**src/rtl/bldc_step_pkg.sv**
```systemverilog
package bldc_step_pkg;

  typedef enum logic [2:0] {
    ST_ALIGN = 3'd0,
    ST_A     = 3'd1,
    ST_B     = 3'd2,
    ST_C     = 3'd3,
    ST_D     = 3'd4,
    ST_E     = 3'd5,
    ST_F     = 3'd6
  } step_t;

  localparam int PHASES = 3;

  // successor in the run cycle; alignment leaves to A
  function automatic step_t step_next(input step_t s);
    case (s)
      ST_A:    step_next = ST_B;
      ST_B:    step_next = ST_C;
      ST_C:    step_next = ST_D;
      ST_D:    step_next = ST_E;
      ST_E:    step_next = ST_F;
      default: step_next = ST_A;
    endcase
  endfunction

  // low-side switches on, bit0 = phase A
  function automatic logic [PHASES-1:0] low_mask(input step_t s);
    case (s)
      ST_A, ST_B: low_mask = 3'b100;
      ST_C, ST_D: low_mask = 3'b001;
      ST_E, ST_F: low_mask = 3'b010;
      default:    low_mask = 3'b010;
    endcase
  endfunction

  // high-side switches on (positive logic), bit0 = phase A
  function automatic logic [PHASES-1:0] high_mask(input step_t s);
    case (s)
      ST_A, ST_F: high_mask = 3'b001;
      ST_B, ST_C: high_mask = 3'b010;
      ST_D, ST_E: high_mask = 3'b100;
      default:    high_mask = 3'b101;
    endcase
  endfunction

  // floating phase code: 0 none, 1 A, 2 B, 3 C
  function automatic logic [1:0] float_code(input step_t s);
    case (s)
      ST_A, ST_D: float_code = 2'd2;
      ST_B, ST_E: float_code = 2'd1;
      ST_C, ST_F: float_code = 2'd3;
      default:    float_code = 2'd0;
    endcase
  endfunction

endpackage

```
**src/rtl/bldc_edge_sync.sv**
```systemverilog
module bldc_edge_sync #(
  parameter int SYNC_STAGES = 2
) (
  input  logic clk,
  input  logic rst_n,
  input  logic async_in,
  output logic rise_pulse
);
  localparam int LAST = SYNC_STAGES;

  logic [LAST:0] chain;

  always_ff @(posedge clk or negedge rst_n) begin
    if (!rst_n) chain[0] <= 1'b0;
    else        chain[0] <= async_in;
  end

  for (genvar g = 1; g <= LAST; g++) begin : g_stage
    always_ff @(posedge clk or negedge rst_n) begin
      if (!rst_n) chain[g] <= 1'b0;
      else        chain[g] <= chain[g-1];
    end
  end

  assign rise_pulse = chain[LAST-1] & ~chain[LAST];

  // one pulse per rising edge, never two in a row
  p_single_pulse_r4: assert property (@(posedge clk) disable iff (!rst_n)
    rise_pulse |=> !rise_pulse);

endmodule

```
**src/rtl/bldc_step_seq.sv**
```systemverilog
module bldc_step_seq
  import bldc_step_pkg::*;
(
  input  logic  clk,
  input  logic  rst_n,
  input  logic  align_req,
  input  logic  step,
  output step_t state
);

  always_ff @(posedge clk or negedge rst_n) begin
    if (!rst_n)         state <= ST_ALIGN;
    else if (align_req) state <= ST_ALIGN;
    else if (step)      state <= step_next(state);
  end

  // align request wins, even over a step pulse
  p_align_enter_r10: assert property (@(posedge clk) disable iff (!rst_n)
    align_req |=> state == ST_ALIGN);

  // no step, no change
  p_hold_r4: assert property (@(posedge clk) disable iff (!rst_n)
    (!step && !align_req) |=> $stable(state));

  // a step always moves and never lands in alignment
  p_advance_r2: assert property (@(posedge clk) disable iff (!rst_n)
    (step && !align_req) |=> (state != $past(state)) && (state != ST_ALIGN));

endmodule

```
**src/rtl/bldc_lc_interlock.sv**
```systemverilog
module bldc_lc_interlock #(
  parameter int CONFIRM_CYCLES = 1
) (
  input  logic clk,
  input  logic rst_n,
  input  logic hc_off_fb,
  output logic lc_allow
);
  localparam int CW = $clog2(CONFIRM_CYCLES + 1);
  localparam logic [CW-1:0] CMAX = CW'(CONFIRM_CYCLES);

  logic [CW-1:0] seen_cnt;

  always_ff @(posedge clk or negedge rst_n) begin
    if (!rst_n)               seen_cnt <= '0;
    else if (!hc_off_fb)      seen_cnt <= '0;
    else if (seen_cnt < CMAX) seen_cnt <= seen_cnt + 1'b1;
  end

  assign lc_allow = hc_off_fb && (seen_cnt >= CMAX);

endmodule

```
**src/rtl/bldc_gate_mux.sv**
```systemverilog
module bldc_gate_mux
  import bldc_step_pkg::*;
(
  input  step_t       state,
  input  logic        pwm_en,
  input  logic        brake,
  input  logic        uv_fault,
  input  logic        lc_allow,
  output logic [2:0]  hs_n,
  output logic [2:0]  ls
);
  logic [2:0] lo_cmd, hi_cmd, lo_pre, hi_on;

  assign lo_cmd = low_mask(state);
  assign hi_cmd = high_mask(state);

  // precedence: undervoltage, then brake, then commutation with chopping
  always_comb begin
    if (uv_fault) begin
      lo_pre = 3'b000;
      hi_on  = 3'b000;
    end else if (brake) begin
      lo_pre = 3'b111;
      hi_on  = 3'b000;
    end else begin
      lo_pre = lo_cmd & {3{pwm_en}};
      hi_on  = hi_cmd;
    end
  end

  assign ls   = {lo_pre[2] & lc_allow, lo_pre[1:0]};
  assign hs_n = ~hi_on;

endmodule

```
**src/rtl/bldc_six_step.sv**
```systemverilog
module bldc_six_step
  import bldc_step_pkg::*;
#(
  parameter int SYNC_STAGES    = 2,
  parameter int CONFIRM_CYCLES = 1
) (
  input  logic       clk,
  input  logic       rst_n,
  input  logic       align_req,
  input  logic       comm_clk,
  input  logic       pwm_en,
  input  logic       brake,
  input  logic       uv_fault,
  input  logic       hc_off_fb,
  output logic [2:0] hs_n,
  output logic [2:0] ls,
  output logic [1:0] sense_sel
);

  logic  step_evt;
  logic  lc_allow;
  step_t cur_state;

  bldc_edge_sync #(.SYNC_STAGES(SYNC_STAGES)) u_sync (
    .clk        (clk),
    .rst_n      (rst_n),
    .async_in   (comm_clk),
    .rise_pulse (step_evt)
  );

  bldc_step_seq u_seq (
    .clk       (clk),
    .rst_n     (rst_n),
    .align_req (align_req),
    .step      (step_evt),
    .state     (cur_state)
  );

  bldc_lc_interlock #(.CONFIRM_CYCLES(CONFIRM_CYCLES)) u_ilk (
    .clk       (clk),
    .rst_n     (rst_n),
    .hc_off_fb (hc_off_fb),
    .lc_allow  (lc_allow)
  );

  bldc_gate_mux u_mux (
    .state    (cur_state),
    .pwm_en   (pwm_en),
    .brake    (brake),
    .uv_fault (uv_fault),
    .lc_allow (lc_allow),
    .hs_n     (hs_n),
    .ls       (ls)
  );

  assign sense_sel = float_code(cur_state);

  // undervoltage forces every switch off
  p_uv_off_r8: assert property (@(posedge clk) disable iff (!rst_n)
    uv_fault |-> (hs_n == 3'b111) && (ls == 3'b000));

  // brake keeps all high sides off
  p_brake_hs_r7: assert property (@(posedge clk) disable iff (!rst_n)
    (brake && !uv_fault) |-> hs_n == 3'b111);

  // phase-C low side needs confirmation from this and the previous edge
  p_lc_confirm_r9: assert property (@(posedge clk) disable iff (!rst_n)
    ls[2] |-> (hc_off_fb && $past(hc_off_fb)));

  // no phase conducts through both switches
  p_no_shoot_r11: assert property (@(posedge clk) disable iff (!rst_n)
    (ls & ~hs_n) == 3'b000);

  // nothing is sampled exactly while in alignment
  p_sense_align_r5: assert property (@(posedge clk) disable iff (!rst_n)
    (sense_sel == 2'd0) == (cur_state == ST_ALIGN));

endmodule

```
**config.mk**
```make
export PLATFORM = sky130hd
export DESIGN_NAME = bldc_six_step
export DESIGN_NICKNAME = d
export VERILOG_FILES = /design/src/rtl/bldc_step_pkg.sv /design/src/rtl/bldc_edge_sync.sv /design/src/rtl/bldc_step_seq.sv /design/src/rtl/bldc_lc_interlock.sv /design/src/rtl/bldc_gate_mux.sv /design/src/rtl/bldc_six_step.sv
export SDC_FILE = /design/constraint.sdc
export NUM_CORES = 1
export LEC_CHECK = 0
export ABC_AREA = 1
export CELL_PAD_IN_SITES_DETAIL_PLACEMENT = 1
export CELL_PAD_IN_SITES_GLOBAL_PLACEMENT = 1
export CORE_AREA = 2 2 39 41
export DETAILED_ROUTE_END_ITERATION = 7
export DIE_AREA = 0 0 41 43
export DONT_BUFFER_PORTS = 1
export GPL_TIMING_DRIVEN = 1
export PLACE_DENSITY = 0.68
export REMOVE_ABC_BUFFERS = 1
export SETUP_SLACK_MARGIN = 0.2
export SLEW_MARGIN = 15
export SYNTH_ARGS = -nofsm -noshare
export SYNTH_HDL_FRONTEND = slang
export SYNTH_HIERARCHICAL = 1
export SYNTH_SLANG_ARGS = --single-unit
```
**constraint.sdc**
```tcl
create_clock -name clk -period 1.9 [get_ports clk]
set_input_delay 0.19 -clock clk [delete_from_list [all_inputs] [get_ports clk]]
set_output_delay 0.19 -clock clk [all_outputs]
set_load 0.02 [all_outputs]
```
## Word-level counts from Yosys, hierarchy flattened

Index checks and enable logic that the tools add are counted.

| word-level totals | value |
|---|---|
| flip-flop bits (word level) | 7 |
| input port bits | 8 |
| output and inout bits | 8 |

| operators by class | value |
|---|---|
| add/subtract/negate cells | 1 |
| order comparisons | 2 |
| equality and inequality tests | 7 |
| mux-type cells | 12 |
| bitwise gates (word level) | 5 |
| reductions and logical operators | 10 |

Operators with widths:

| kind | number |
|---|---|
| $mux W3 | 6 |
| $reduce_or A2 Y1 | 8 |
| $pmux W3 S5 | 1 |
| $eq A3 B3 Y1 const B | 3 |
| $pmux W3 S3 | 1 |
| $eq A3 B2 Y1 const B | 2 |
| $pmux W2 S3 | 1 |
| $pmux W3 S2 | 1 |
| $and A3 B3 Y3 | 1 |
| $eq A3 B1 Y1 const B | 1 |
| $not A3 Y3 | 1 |
| $and A1 B1 Y1 | 2 |
| $mux W1 | 2 |
| $ne A2 B1 Y1 const B | 1 |
| $reduce_bool A2 Y1 | 1 |
| $add A1 B1 Y1 const B | 1 |
| $ge A1 B1 Y1 const B | 1 |
| $logic_and A1 B1 Y1 | 1 |
| $lt A1 B1 Y1 const B | 1 |
| $not A1 Y1 | 1 |

## Longest topological paths before layout

| depth | value |
|---|---|
| word-level depth | 7 |
| mapped depth | 7 |

## By module

Netlist, hierarchy kept.

Modules (own cells, without submodules):

| module | times used | cells each | area each (µm²) |
|---|---|---|---|
| bldc_step_seq | 1 | 25 | 162.7 |
| bldc_gate_mux | 1 | 28 | 126.4 |
| bldc_edge_sync | 1 | 5 | 85.1 |
| bldc_six_step | 1 | 9 | 42.5 |
| bldc_lc_interlock | 1 | 4 | 36.3 |

## Least setup slack after synthesis

Ideal clock, no wire load.

| timing | value |
|---|---|
| path type | reg-to-output |
| from | register u_seq.state[1] |
| to | output ls[1] |
| arrival time | 1,147 ps |
| required time | 1,710 ps |
| slack | 563 ps |
| stages on the path, launching flop included | 8 |
| path buffers | 0 |
| path through | dfrtp_1 > inv_1 > nor2_1 > nand2_1 > nand2_2 > nor2_1 > nor2_1 > nor2_1 |

| between the ends | value |
|---|---|
| cells in the longest elaborated chain, start to end | 6 |
| elaborated cells on any way between the ends | 10 |
| those cells by class | eq/ne (4); mux (3); bitwise (1); reduce/logical (2) |

RTL lines:

| what | RTL line | RTL |
|---|---|---|
| start, declared | bldc_step_seq.sv:8 | `output step_t state` |
| start signal, assigned | bldc_step_seq.sv:14 | `else if (step) state <= step_next(state);` |
| $eq A3 B2 Y1 (tied with other cells) | bldc_step_pkg.sv:29 | `case (s)` |
| $reduce_or A2 Y1 | bldc_step_pkg.sv:29 |  |
| $pmux W3 S2 * | bldc_step_pkg.sv:29 |  |
| $and A3 B3 Y3 * | bldc_gate_mux.sv:26 | `lo_pre = lo_cmd & {3{pwm_en}};` |
| $mux W3 * | bldc_gate_mux.sv:22 | `end else if (brake) begin` |
| $mux W3 * | bldc_gate_mux.sv:19 | `if (uv_fault) begin` |
| end, declared | bldc_six_step.sv:16 | `output logic [2:0] ls,` |

Every way passes the cells marked *; elsewhere a longest branch is shown, timed or not.

## Worst setup path in the final report

| timing | value |
|---|---|
| from | register u_seq.state[0] |
| to | output ls[0] |

The elaborated chain is that of the path after synthesis.

==> impl_results.md <==
- Fin util: roughly 39%
- P&R area growth vs syn: 19.1%
- HPWL after DPL: roughly 710 um
- Clk slew on worst S/H paths: around 50 ps
- Finish-stage setup viols: 0
- RSZ-0062 raised after global routing: false
- Final std cells w/o fill: 94
- Drt initial violations: 5
- CTS tree: yes
- Share of the synthesized area in the top cell type: between 30% and 40%
- Buffers added on ports: 0
- Syn_area_per_cell: ~6.4 um^2
- Crit Path Category: reg2out
- Hold Path Class: in2reg
- Cell variety after synth: 15
- WP data arrival: ~1400 ps
- Leakage: roughly 0.26 nW
- Skew-Pair Late Insertion Delay: 240 ps
- Clock power frac: ~36%
- Clk root buf: clkbuf_4
- Final instance area: ~540 um^2
- Core ar.: between 1000 and 1500 um^2
- Row Count: 14
- Fin nets: 87
- TritonCTS Sinks: 7
- Top cells by area, synth: dfrtp_1, nand2_1, inv_1
- Die height: 43 um
- First-pass GRT wire length: 1.53 mm
- R2R Setup Slk: 960 ps
- Worst Skew: around 0.60 ps
- Max_slew headroom: approximately 69%
- Startpoint types: register
- Grt ovf: 0
- Cells after Synth: 71
- Comb power frac: 16.2%
- Vias post-DR: 434
- Met3 WL: ~39 um
- # Max-Cap Violations: 0
- Share of cells above drive strength 1: 16.7%
- Post-synthesis sequential area ratio: a little under 40%
- # H-tree levels: 1
- Commonest non-fill, non-tap cell in the layout: nand2_1
- Power per cell area: roughly 650 nW/um^2
- Overall routed net length: 961 um
- Vias in the first global route: 400
- Gr usage total: roughly an eighth
- Die area: 1760 um^2
- Final slew viol count: 0
- Crit-path max cell delay: 490 ps
- Commonest non-fill, non-tap cells in the layout: nand2_1, inv_1, nor2_1
- Post-DP Area: around 480 um^2
- Crit. End Element: output pin
- Max FO, Critical Path: 13
- Fin crit share: ~84%
- Met2 routed WL: 485 um
- Status: completed
- Syn. warnings: 6
- Largest net degree at the start of global routing: 14
- Post-route DRC: 0
- Crit path cell chain: nor2_1, nand2_2, nand2_1, nand2_1, a21oi_1
- Synth area leader: dfrtp_1
- Clock Tree Buf Depth: 2
- Fmax: around 630 MHz
- Number of buffers created by CTS: 3
- VDD IR-drop max: between 0.0002 and 0.0003 V
- CP dominant cell by count: nand2_1
- Reg power frac: between 40 and 50%
- Setup TNS: 0 ps
- Sw Pwr: approximately 0.000093 W
- Req. time, crit path: between 1500 and 2000 ps
- Internal power: approximately 0.00026 W
- Final Hold Fails: 0
- Top Layer Used: met3
- Pwr Total: 0.000350 W
- Drt pass-1 iters: 4
- Final worst path period need: around 1600 ps
- IO Pins: 16
- Final antenna-violating net count: 0
- Gpl congestion: 0.705
- Post-DR wirelength/cell: roughly 10 um
- Switch share: 26.7%
- Synthesized cell area: approximately 450 um^2
- Slowest CP cell: dfrtp_2
- Diode count: 0
- DP Cell Count: 87
- Die width: about 41 um
- Metal-1 WL: 437 um
- Starting density of the core: between 30% and 40%
- Vias per cell: between 4 and 5
- Synth Register Bits: 7
- Initial antenna violation count: 0
- Worst-margin pin slew: around 470 ps
what timing repair did:
action | CTS | global route
gates cloned | 0 | 0
setup endpoints to repair | 1 | 2
hold buffers | 3 | 0
setup buffers | 0 | 0
pin swaps | 0 | 0
endpoints found under the hold margin | 9 | 0
resized for setup | 2 | 2
metal layers:
metal,track usage [%],vias to the layer above
met2,19.4,8
li1,-,229
met4,4.00,0
met1,16.4,197
met3,1.57,0
met5,0,-
per-stage QoR:
| step | hold slack, ps | worst slack (ps) |
|---|---|---|
| 2_1_floorplan | -106 | 563 |
| 3_3_place_gp | -105 | 416 |
| 3_5_place_dp | -105 | 432 |
| 4_1_cts | 131 | 201 |
| 5_1_grt | 131 | 215 |
| 6_report | 136 | 301 |
final cells by class:
| class | instances | area (um^2) |
|---|---|---|
| fillers | 185 | 845 |
| multi-input cells | 49 | 224 |
| flip-flops and latches | 7 | 179 |
| inverters | 14 | 52.6 |
| repair buffers | 4 | 37.5 |
| clock buffers | 4 | 26.3 |
| well taps | 16 | 20.0 |
worst max-delay path, delay by kind of cell, from the launching register on:
family	cells	cell delay (ps)
AOI/OAI and AO/OA	1	360
and+or+nand+nor	4	320
DFF	1	490
sequential cells by signal (all words and copies together) (netlist names):
signal	count
u_seq/state	3
u_sync/chain	3
u_ilk/seen_cnt	1
path summary, 6_finish.rpt:
check | cells after the start | start | endpoint
setup reg to reg | 4 | u_seq/state[0]$_DFFE_PN0P_ | u_seq/state[2]$_DFFE_PN0P_
min in group asynchronous | 1 | rst_n | u_sync/chain[2]$_DFF_PN0_
hold reg to reg | 0 | u_sync/chain[0]$_DFF_PN0_ | u_sync/chain[1]$_DFF_PN0_
setup / recovery | 5 | u_seq/state[0]$_DFFE_PN0P_ | ls[0]
max in group asynchronous | 1 | rst_n | u_seq/state[2]$_DFFE_PN0P_
hold / removal | 3 | align_req | u_seq/state[2]$_DFFE_PN0P_
synth_stat cells, drive strengths merged:
| cell | number |
|---|---|
| xor2 | 1 |
| o211ai | 1 |
| nor2 | 11 |
| inv | 14 |
| dfrtp | 7 |
| nand2 | 22 |
| nand3 | 7 |
| a21oi | 3 |
| clkbuf | 1 |
| nor3 | 1 |
| o21ai | 3 |
power by group through the flow:
stage               Sequential, W  Clock [W]  Combinational (W)
global placement         0.000168          0          0.0000493
floorplan                0.000166          0          0.0000423
detailed placement       0.000168          0          0.0000492
finish                   0.000166   0.000127          0.0000566
CTS                      0.000166   0.000135          0.0000569
global route             0.000167   0.000144          0.0000649
cells by family after synthesis:
| family | share of synthesized area, % |
|---|---|
| XOR/XNOR | 1.93 |
| AO/OA/AOI/OAI | 9.12 |
| AND/OR/NAND/NOR | 37.8 |
| buffers and inverters | 12.4 |
| flip-flops | 38.7 |
(Power assumes the default switching activity.)
